**src/rtl/spi_chain_pkg.sv**
```systemverilog
package spi_chain_pkg;
   typedef enum logic [1:0] {
      PH_IDLE  = 2'd0,
      PH_WRITE = 2'd1,
      PH_READ  = 2'd2
   } phase_e;

   localparam logic [1:0] REG_DATA = 2'd0;
   localparam logic [1:0] REG_XFER = 2'd1;
   localparam logic [1:0] REG_CFG  = 2'd2;

   localparam int REG_W    = 32;
   localparam int HD_BIT   = 0;
   localparam int WDIV_LSB = 16;
   localparam int RDIV_LSB = 24;
   localparam int CS_LSB   = 0;
   localparam int WLEN_LSB = 16;
   localparam int RLEN_LSB = 24;
endpackage

```
**src/rtl/spi_bit_timer.sv**
```systemverilog
module spi_bit_timer #(
   parameter int DIV_W = 8
) (
   input  logic             clk,
   input  logic             rst_n,
   input  logic             run,
   input  logic [DIV_W-1:0] div_m2,
   output logic             sclk,
   output logic             bit_done
);
   localparam int CNT_W = DIV_W + 1;

   logic [CNT_W-1:0] div_full, low_len, cyc;

   assign div_full = CNT_W'(div_m2) + CNT_W'(2);
   assign low_len  = div_full - (div_full >> 1);
   assign bit_done = run && (cyc == div_full - CNT_W'(1));
   assign sclk     = run && (cyc >= low_len);

   always_ff @(posedge clk) begin
      if (!rst_n || !run || bit_done) cyc <= '0;
      else                            cyc <= cyc + CNT_W'(1);
   end

   // a bit only closes in its high half
   assert_done_in_high_R3: assert property (@(posedge clk) disable iff (!rst_n)
      bit_done |-> sclk);
endmodule

```
**src/rtl/spi_shift_reg.sv**
```systemverilog
module spi_shift_reg #(
   parameter int W = 32
) (
   input  logic         clk,
   input  logic         rst_n,
   input  logic         load,
   input  logic [W-1:0] load_val,
   input  logic         shift,
   input  logic         in_bit,
   output logic [W-1:0] q,
   output logic [W-1:0] shifted
);
   assign shifted = {q[W-2:0], in_bit};

   always_ff @(posedge clk) begin
      if (!rst_n)     q <= '0;
      else if (load)  q <= load_val;
      else if (shift) q <= shifted;
   end
endmodule

```
**src/rtl/spi_bus_regs.sv**
```systemverilog
module spi_bus_regs
   import spi_chain_pkg::*;
#(
   parameter int DATA_W = 32,
   parameter int CS_W   = 16,
   parameter int LEN_W  = 8,
   parameter int DIV_W  = 8
) (
   input  logic              clk,
   input  logic              rst_n,
   input  logic              bus_wr,
   input  logic              bus_rd,
   input  logic [1:0]        bus_addr,
   input  logic [REG_W-1:0]  bus_wdata,
   output logic [REG_W-1:0]  bus_rdata,
   output logic              bus_ack,
   input  logic              take,
   input  logic              rx_we,
   input  logic [DATA_W-1:0] rx_val,
   output logic              cfg_hd,
   output logic [DIV_W-1:0]  cfg_wdiv,
   output logic [DIV_W-1:0]  cfg_rdiv,
   output logic [CS_W-1:0]   xf_cs,
   output logic [LEN_W-1:0]  xf_wlen,
   output logic [LEN_W-1:0]  xf_rlen,
   output logic              hold_full,
   output logic [DATA_W-1:0] hold_data
);
   logic [REG_W-1:0]  cfg_q, xfer_q;
   logic [DATA_W-1:0] rx_q;
   logic              wr_go, rd_go;

   always_comb begin
      wr_go = bus_wr && !bus_ack && ((bus_addr != REG_DATA) || !hold_full);
      rd_go = bus_rd && !bus_wr && !bus_ack;
   end

   always_ff @(posedge clk) begin
      if (!rst_n) begin
         bus_ack   <= 1'b0;
         bus_rdata <= '0;
         cfg_q     <= '0;
         xfer_q    <= '0;
         rx_q      <= '0;
         hold_full <= 1'b0;
         hold_data <= '0;
      end else begin
         bus_ack <= wr_go || rd_go;
         if (rd_go) begin
            case (bus_addr)
               REG_DATA: bus_rdata <= REG_W'(rx_q);
               REG_XFER: bus_rdata <= xfer_q;
               REG_CFG:  bus_rdata <= cfg_q;
               default:  bus_rdata <= '0;
            endcase
         end
         if (wr_go && bus_addr == REG_CFG)  cfg_q  <= bus_wdata;
         if (wr_go && bus_addr == REG_XFER) xfer_q <= bus_wdata;
         if (take) hold_full <= 1'b0;
         if (wr_go && bus_addr == REG_DATA) begin
            hold_full <= 1'b1;
            hold_data <= bus_wdata[DATA_W-1:0];
         end
         if (rx_we) rx_q <= rx_val;
      end
   end

   assign cfg_hd   = cfg_q[HD_BIT];
   assign cfg_wdiv = cfg_q[WDIV_LSB +: DIV_W];
   assign cfg_rdiv = cfg_q[RDIV_LSB +: DIV_W];
   assign xf_cs    = xfer_q[CS_LSB +: CS_W];
   assign xf_wlen  = xfer_q[WLEN_LSB +: LEN_W];
   assign xf_rlen  = xfer_q[RLEN_LSB +: LEN_W];

   // a read is answered in the cycle after its strobe
   assert_read_ack_R2: assert property (@(posedge clk) disable iff (!rst_n)
      (bus_rd && !bus_wr && !bus_ack) |=> bus_ack);
   // a pending word is never dropped before the engine takes it
   assert_hold_kept_R8: assert property (@(posedge clk) disable iff (!rst_n)
      (hold_full && !take) |=> hold_full);
endmodule

```
**src/rtl/spi_chain_master.sv**
```systemverilog
module spi_chain_master
   import spi_chain_pkg::*;
#(
   parameter int DATA_W = 32,
   parameter int CS_W   = 16,
   parameter int LEN_W  = 8,
   parameter int DIV_W  = 8
) (
   input  logic            clk,
   input  logic            rst_n,
   input  logic            bus_wr,
   input  logic            bus_rd,
   input  logic [1:0]      bus_addr,
   input  logic [31:0]     bus_wdata,
   output logic [31:0]     bus_rdata,
   output logic            bus_ack,
   output logic            spi_sclk,
   output logic            spi_mosi_o,
   output logic            spi_mosi_oe,
   input  logic            spi_mosi_i,
   input  logic            spi_miso,
   output logic [CS_W-1:0] spi_cs_n
);
   if (CS_W < 1 || CS_W > 16) begin : g_cs_w_chk
      $error("CS_W must lie in 1..16");
   end
   if (LEN_W < 1 || LEN_W > 8) begin : g_len_w_chk
      $error("LEN_W must lie in 1..8");
   end
   if (DIV_W < 1 || DIV_W > 8) begin : g_div_w_chk
      $error("DIV_W must lie in 1..8");
   end
   if (DATA_W < 8 || DATA_W > REG_W) begin : g_data_w_chk
      $error("DATA_W must lie in 8..32");
   end

   logic              cfg_hd, hold_full;
   logic [DIV_W-1:0]  cfg_wdiv, cfg_rdiv, div_sel;
   logic [CS_W-1:0]   xf_cs, cs_cur;
   logic [LEN_W-1:0]  xf_wlen, xf_rlen, bits_left, rlen_cur;
   logic [DATA_W-1:0] hold_data, sr_q, sr_shifted;
   phase_e            phase;
   logic              run, bit_done, last_bit, fin, to_read, take, in_bit;

   spi_bus_regs #(.DATA_W(DATA_W), .CS_W(CS_W), .LEN_W(LEN_W), .DIV_W(DIV_W)) u_regs (
      .clk(clk), .rst_n(rst_n),
      .bus_wr(bus_wr), .bus_rd(bus_rd), .bus_addr(bus_addr), .bus_wdata(bus_wdata),
      .bus_rdata(bus_rdata), .bus_ack(bus_ack),
      .take(take), .rx_we(fin), .rx_val(sr_shifted),
      .cfg_hd(cfg_hd), .cfg_wdiv(cfg_wdiv), .cfg_rdiv(cfg_rdiv),
      .xf_cs(xf_cs), .xf_wlen(xf_wlen), .xf_rlen(xf_rlen),
      .hold_full(hold_full), .hold_data(hold_data)
   );

   assign run     = (phase != PH_IDLE);
   assign div_sel = (phase == PH_READ) ? cfg_rdiv : cfg_wdiv;

   spi_bit_timer #(.DIV_W(DIV_W)) u_timer (
      .clk(clk), .rst_n(rst_n), .run(run), .div_m2(div_sel),
      .sclk(spi_sclk), .bit_done(bit_done)
   );

   assign in_bit = cfg_hd ? spi_mosi_i : spi_miso;

   spi_shift_reg #(.W(DATA_W)) u_shift (
      .clk(clk), .rst_n(rst_n), .load(take), .load_val(hold_data),
      .shift(bit_done), .in_bit(in_bit), .q(sr_q), .shifted(sr_shifted)
   );

   assign last_bit = bit_done && (bits_left == LEN_W'(1));
   assign fin      = last_bit && ((phase == PH_READ) || (rlen_cur == '0));
   assign to_read  = last_bit && (phase == PH_WRITE) && (rlen_cur != '0);
   assign take     = hold_full && ((phase == PH_IDLE) || fin);

   always_ff @(posedge clk) begin
      if (!rst_n) begin
         phase     <= PH_IDLE;
         bits_left <= '0;
         rlen_cur  <= '0;
         cs_cur    <= '0;
      end else if (take) begin
         cs_cur   <= xf_cs;
         rlen_cur <= xf_rlen;
         if (xf_wlen != '0) begin
            phase     <= PH_WRITE;
            bits_left <= xf_wlen;
         end else if (xf_rlen != '0) begin
            phase     <= PH_READ;
            bits_left <= xf_rlen;
         end else begin
            phase     <= PH_IDLE;
            bits_left <= '0;
         end
      end else if (to_read) begin
         phase     <= PH_READ;
         bits_left <= rlen_cur;
      end else if (fin) begin
         phase     <= PH_IDLE;
         bits_left <= '0;
      end else if (bit_done) begin
         bits_left <= bits_left - LEN_W'(1);
      end
   end

   assign spi_mosi_o  = sr_q[DATA_W-1];
   assign spi_mosi_oe = !(cfg_hd && (phase == PH_READ));
   assign spi_cs_n    = run ? ~cs_cur : {CS_W{1'b1}};

   // no serial clock while idle
   assert_idle_quiet_R3: assert property (@(posedge clk) disable iff (!rst_n)
      !run |-> !spi_sclk);
   // a running transfer always has bits left in its phase
   assert_bits_live_R4: assert property (@(posedge clk) disable iff (!rst_n)
      run |-> (bits_left != '0));
   // chip select only moves when a transfer starts or the last one ends
   assert_cs_moves_R9: assert property (@(posedge clk) disable iff (!rst_n)
      !$stable(spi_cs_n) |-> ($past(take) || $past(fin)));
endmodule

```
**config.mk**
```make
export PLATFORM = sky130hd
export DESIGN_NAME = spi_chain_master
export DESIGN_NICKNAME = d
export VERILOG_FILES = /design/src/rtl/spi_chain_pkg.sv /design/src/rtl/spi_bit_timer.sv /design/src/rtl/spi_shift_reg.sv /design/src/rtl/spi_bus_regs.sv /design/src/rtl/spi_chain_master.sv
export SDC_FILE = /design/constraint.sdc
export NUM_CORES = 1
export LEC_CHECK = 0
export ABC_CLOCK_PERIOD_IN_PS = 6880
export CORE_MARGIN = 2
export CORE_UTILIZATION = 40
export CTS_BUF_LIST = sky130_fd_sc_hd__clkbuf_4 sky130_fd_sc_hd__clkbuf_8
export DETAILED_ROUTE_END_ITERATION = 10
export SYNTH_ARGS = -nofsm -noshare
export SYNTH_HDL_FRONTEND = slang
export SYNTH_SLANG_ARGS = --single-unit
```
**constraint.sdc**
```tcl
create_clock -name clk -period 6.88 [get_ports clk]
set_clock_uncertainty 0.2 [all_clocks]
set_input_delay 1.72 -clock clk [delete_from_list [all_inputs] [get_ports clk]]
set_output_delay 1.72 -clock clk [all_outputs]
set_load 0.02 [all_outputs]
```
==> flow_metrics.env <==
export IMPL_fin_area_um2=12700
export IMPL_finalWorstPathRequiredPeriod_ns=6.38
export IMPL_timing_critical_path_buf_inv=3
export IMPL_report_final_slew_viol_count=0
export IMPL_vdd_ir_drop_max_v=0.000156
export IMPL_ys_seq_area_frac=0.446
export IMPL_grt_pass1_wl_um=48700
export IMPL_fp_dieH_um=167
export IMPL_global_route_total_usage_across_every_layer=0.216
export IMPL_critical_path_max_stage_delay_ns=0.51
export IMPL_timing_hold_ws_ns=0.249
export IMPL_synth_unique_cells=57
export IMPL_netSwitchingPower_w=0.000766
export IMPL_placementRows=59
export IMPL_cts_htree_levels=2
export IMPL_power_share_switching=0.250
export IMPL_io_pin_count=92
export IMPL_worstSkewPairLatency_ns=0.56
export IMPL_clock_sink_count=237
export IMPL_final_min_period_over_clock_period=0.927
export IMPL_clock_transition_at_path_regs_ns=0.06
export IMPL_power_share_combinational=0.087
export IMPL_hold_path_class="flip-flop to flip-flop"
export IMPL_achievable_frequency_ghz=0.157
export IMPL_dieArea_um2=27900
export IMPL_initial_utilization=0.408
export IMPL_timing_final_setup_violations=0
export IMPL_clock_tree_root_cell="sky130_fd_sc_hd__clkbuf_8"
export IMPL_async_flop_share=0
export IMPL_detailedRoute_firstIterationViolations=868
export IMPL_cts_root_to_sink_buffers=3
export IMPL_design_final_nets=1475
export IMPL_dp_final_hpwl_um=21100
export IMPL_power_leakage_nw=4.43
export IMPL_grt_start_max_net_pins=124
export IMPL_final_setup_tns_ns=0
export IMPL_floorplan_core_area_um2=26100
export IMPL_cpLargestDelayFamily="compound AO/OA/AOI/OAI gates"
export IMPL_via_count_of_the_first_global_routing_pass=8854
export IMPL_numPlacedInstances=1696
export IMPL_postRouteAntennaNets=0
export IMPL_power_total_w=0.00306
export IMPL_postCtsHoldBufs=0
export IMPL_timing_worst_slew_pin_value_ns=1.24
export IMPL_powerDensity_nw_per_um2=241
export IMPL_cts_tree="yes"
export IMPL_synthFlopType="sky130_fd_sc_hd__dfxtp_1"
export IMPL_wirelength_um=30700
export IMPL_avgRoutedWirePerCell_um=17.3
export IMPL_crit_type="flip-flop to primary output"
export IMPL_worst_ep_required_time_ns=4.96
export IMPL_gr_total_overflow=0
export IMPL_power_frac_seq=0.468
export IMPL_hold_viol=0
export IMPL_post_synth_cell_area_avg_um2=7.88
export IMPL_postPlaceCellArea_um2=11800
export IMPL_mostFrequentLayoutCell="sky130_fd_sc_hd__nand2_1"
export IMPL_grt_antenna_before_repair=0
export IMPL_synth_warnings=0
export IMPL_clockPowerShare=0.445
export IMPL_layoutNonFillerInstCount=1769
export IMPL_maxSlewHeadroom=0.175
export IMPL_cp_slowest_cell="sky130_fd_sc_hd__dfxtp_1"
export IMPL_synth_nets=1418
export IMPL_setup_repair_after_global_routing_missed_its_margin="false"
export IMPL_cts_made_buffers=41
export IMPL_cp_cell_sequence="nor2b_4 -> mux2_2 -> ha_1 -> nand2_1 -> mux2i_1 -> a21oi_1 -> o22ai_2 -> inv_1 -> ha_1 -> inv_1 -> a21oi_1 -> o21bai_1 -> a21oi_1 -> xor2_1 -> ha_1 -> o21ai_0 -> a21oi_1 -> o21ai_0 -> a21oi_1 -> dlymetal6s2s_1"
export IMPL_cp_end_kind="primary output"
export IMPL_via_count=9355
export IMPL_arrival_ns=4.46
export IMPL_cp_start_kind="flip-flop"
export IMPL_cell_internal_pwr_w=0.00229
export IMPL_max_cap_violations=0
export IMPL_syn_cell_area_um2=10600
export IMPL_drive_above_1_share=0.0802
export IMPL_netlist_instances=1348
export IMPL_number_of_port_buffers=91
export IMPL_run_status="completed"
export IMPL_drt_drc_violations_left=0
export IMPL_area_delta_synth_final_pct=19.2
export IMPL_number_of_enable_flip_flop_cells_after_synthesis=0
export IMPL_routed_via_density=5.29
export IMPL_yosys_register_bits=237
export IMPL_detailedRoute_firstPassIterationCount=5
export IMPL_mostFrequentLayoutCells="379 x sky130_fd_sc_hd__nand2_1, 236 x sky130_fd_sc_hd__dfxtp_1, 233 x sky130_fd_sc_hd__a21oi_1"
export IMPL_place_congestion=0.857
export IMPL_cp_common_cell="sky130_fd_sc_hd__a21oi_1"
export IMPL_insertedDiodeCount=0
export IMPL_filler_cell_count=2636
export IMPL_die_width_um=167
export IMPL_crit_fanout=9
==> synth_stat cells (all sizes together), types with 2 or more instances <==
master	instances	area, um2
a211oi	33	248
a21boi	3	22.5
a21o	7	52.6
a21oi	235	1180
a221oi	2	17.5
a22oi	35	263
a31oi	6	37.5
a32oi	2	17.5
and2	3	18.8
and3	4	25.0
and4	2	17.5
buf	18	98.9
clkbuf	77	290
dfxtp	237	4740
ha	30	375
inv	22	82.6
mux2	3	41.3
mux2i	42	420
nand2	379	1420
nand2b	5	31.3
nand3	9	45.0
nand3b	3	22.5
nand4	4	37.5
nor2	88	330
nor2b	5	38.8
nor3	8	40.0
nor3b	3	22.5
nor4	7	65.1
o2111ai	2	17.5
o211ai	6	45.0
o21ai	10	53.8
o21bai	5	37.5
o32ai	2	17.5
or3	4	30.0
or4	5	37.5
xnor2	20	175
xor2	15	131
==> power by group through the flow <==
stage	Sequential, W	Combinational (W)	Clock [W]
CTS	0.00143	0.000268	0.00139
detailed placement	0.00146	0.000265	0
finish	0.00143	0.000267	0.00136
global placement	0.00146	0.000263	0
global route	0.00143	0.000292	0.00145
floorplan	0.00146	0.000151	0
==> worst paths after layout <==
kind	endpoint	slack, ns	cells past startpoint	from
hold / removal	u_shift.q[1]$_SDFFE_PN0P_	0.25	2	u_regs.hold_data[1]$_SDFFE_PN0P_
setup reg to reg	bits_left[5]$_SDFFE_PN0P_	1.54	20	phase[1]$_SDFFE_PN0P_
setup / recovery	spi_sclk	0.50	20	phase[0]$_SDFFE_PN0P_
hold reg to reg	u_shift.q[1]$_SDFFE_PN0P_	0.25	2	u_regs.hold_data[1]$_SDFFE_PN0P_
==> through the flow <==
stage                     worst slack (ns)  utilization
after floorplan                       1.15            -
after global placement               0.504        0.451
after detailed placement             0.382        0.451
after CTS                           0.0851        0.486
after global routing                0.0476        0.486
final                                0.499        0.486
==> kinds of logic (layout without fill, tap and decap cells) <==
group | count (synthesis) | after routing | synth area share
compound gates | 353 | 353 | 0.193
buf+inv | 117 | 203 | 0.0444
xor+xnor | 36 | 36 | 0.0310
simple gates | 530 | 530 | 0.206
fa+ha+maj | 30 | 30 | 0.0353
flops | 237 | 237 | 0.446
mux | 45 | 45 | 0.0434
==> flip-flops by register name (all words and copies together) (netlist names), 2 cells and up <==
signal / count
u_shift.q: 32
cs_cur: 16
u_regs.rx_q: 32
u_timer.cyc: 9
u_regs.bus_rdata: 32
phase: 2
bits_left: 8
u_regs.hold_data: 32
u_regs.cfg_q: 32
u_regs.xfer_q: 32
rlen_cur: 8
==> layout make-up <==
type	instances	area, um2	area share
clock buffer	68	855	0.0674
clock inverter	4	33.8	0.00267
inverter	22	87.6	0.00691
multi-input combinational	994	5470	0.432
sequential	237	4750	0.375
tap	335	419	0.0331
timing repair buffer	109	1060	0.0833
==> timing repair <==
| item | in CTS | in global routing |
|---|---|---|
| endpoints found under the setup margin | 1 | 1 |
| cloned | 0 | 0 |
| gates resized for setup | 3 | 2 |
| setup buffers | 1 | 0 |
==> metal layers <==
metal | global-route usage | up-vias | routed length, um
met5 | 0 | - | 0
met4 | 0.0600 | 0 | 692
met3 | 0.0359 | 46 | 1920
met2 | 0.324 | 261 | 12900
met1 | 0.319 | 4345 | 15100
li1 | - | 4703 | -
==> tightest hold or removal path, delay by kind of cell (launching register included) <==
family	cells	cell delay (ns)
flip-flops	1	0.31
AND/OR/NAND/NOR	1	0.05
AO/OA/AOI/OAI	1	0.05
No activity file was read; power rests on OpenSTA's default activity.
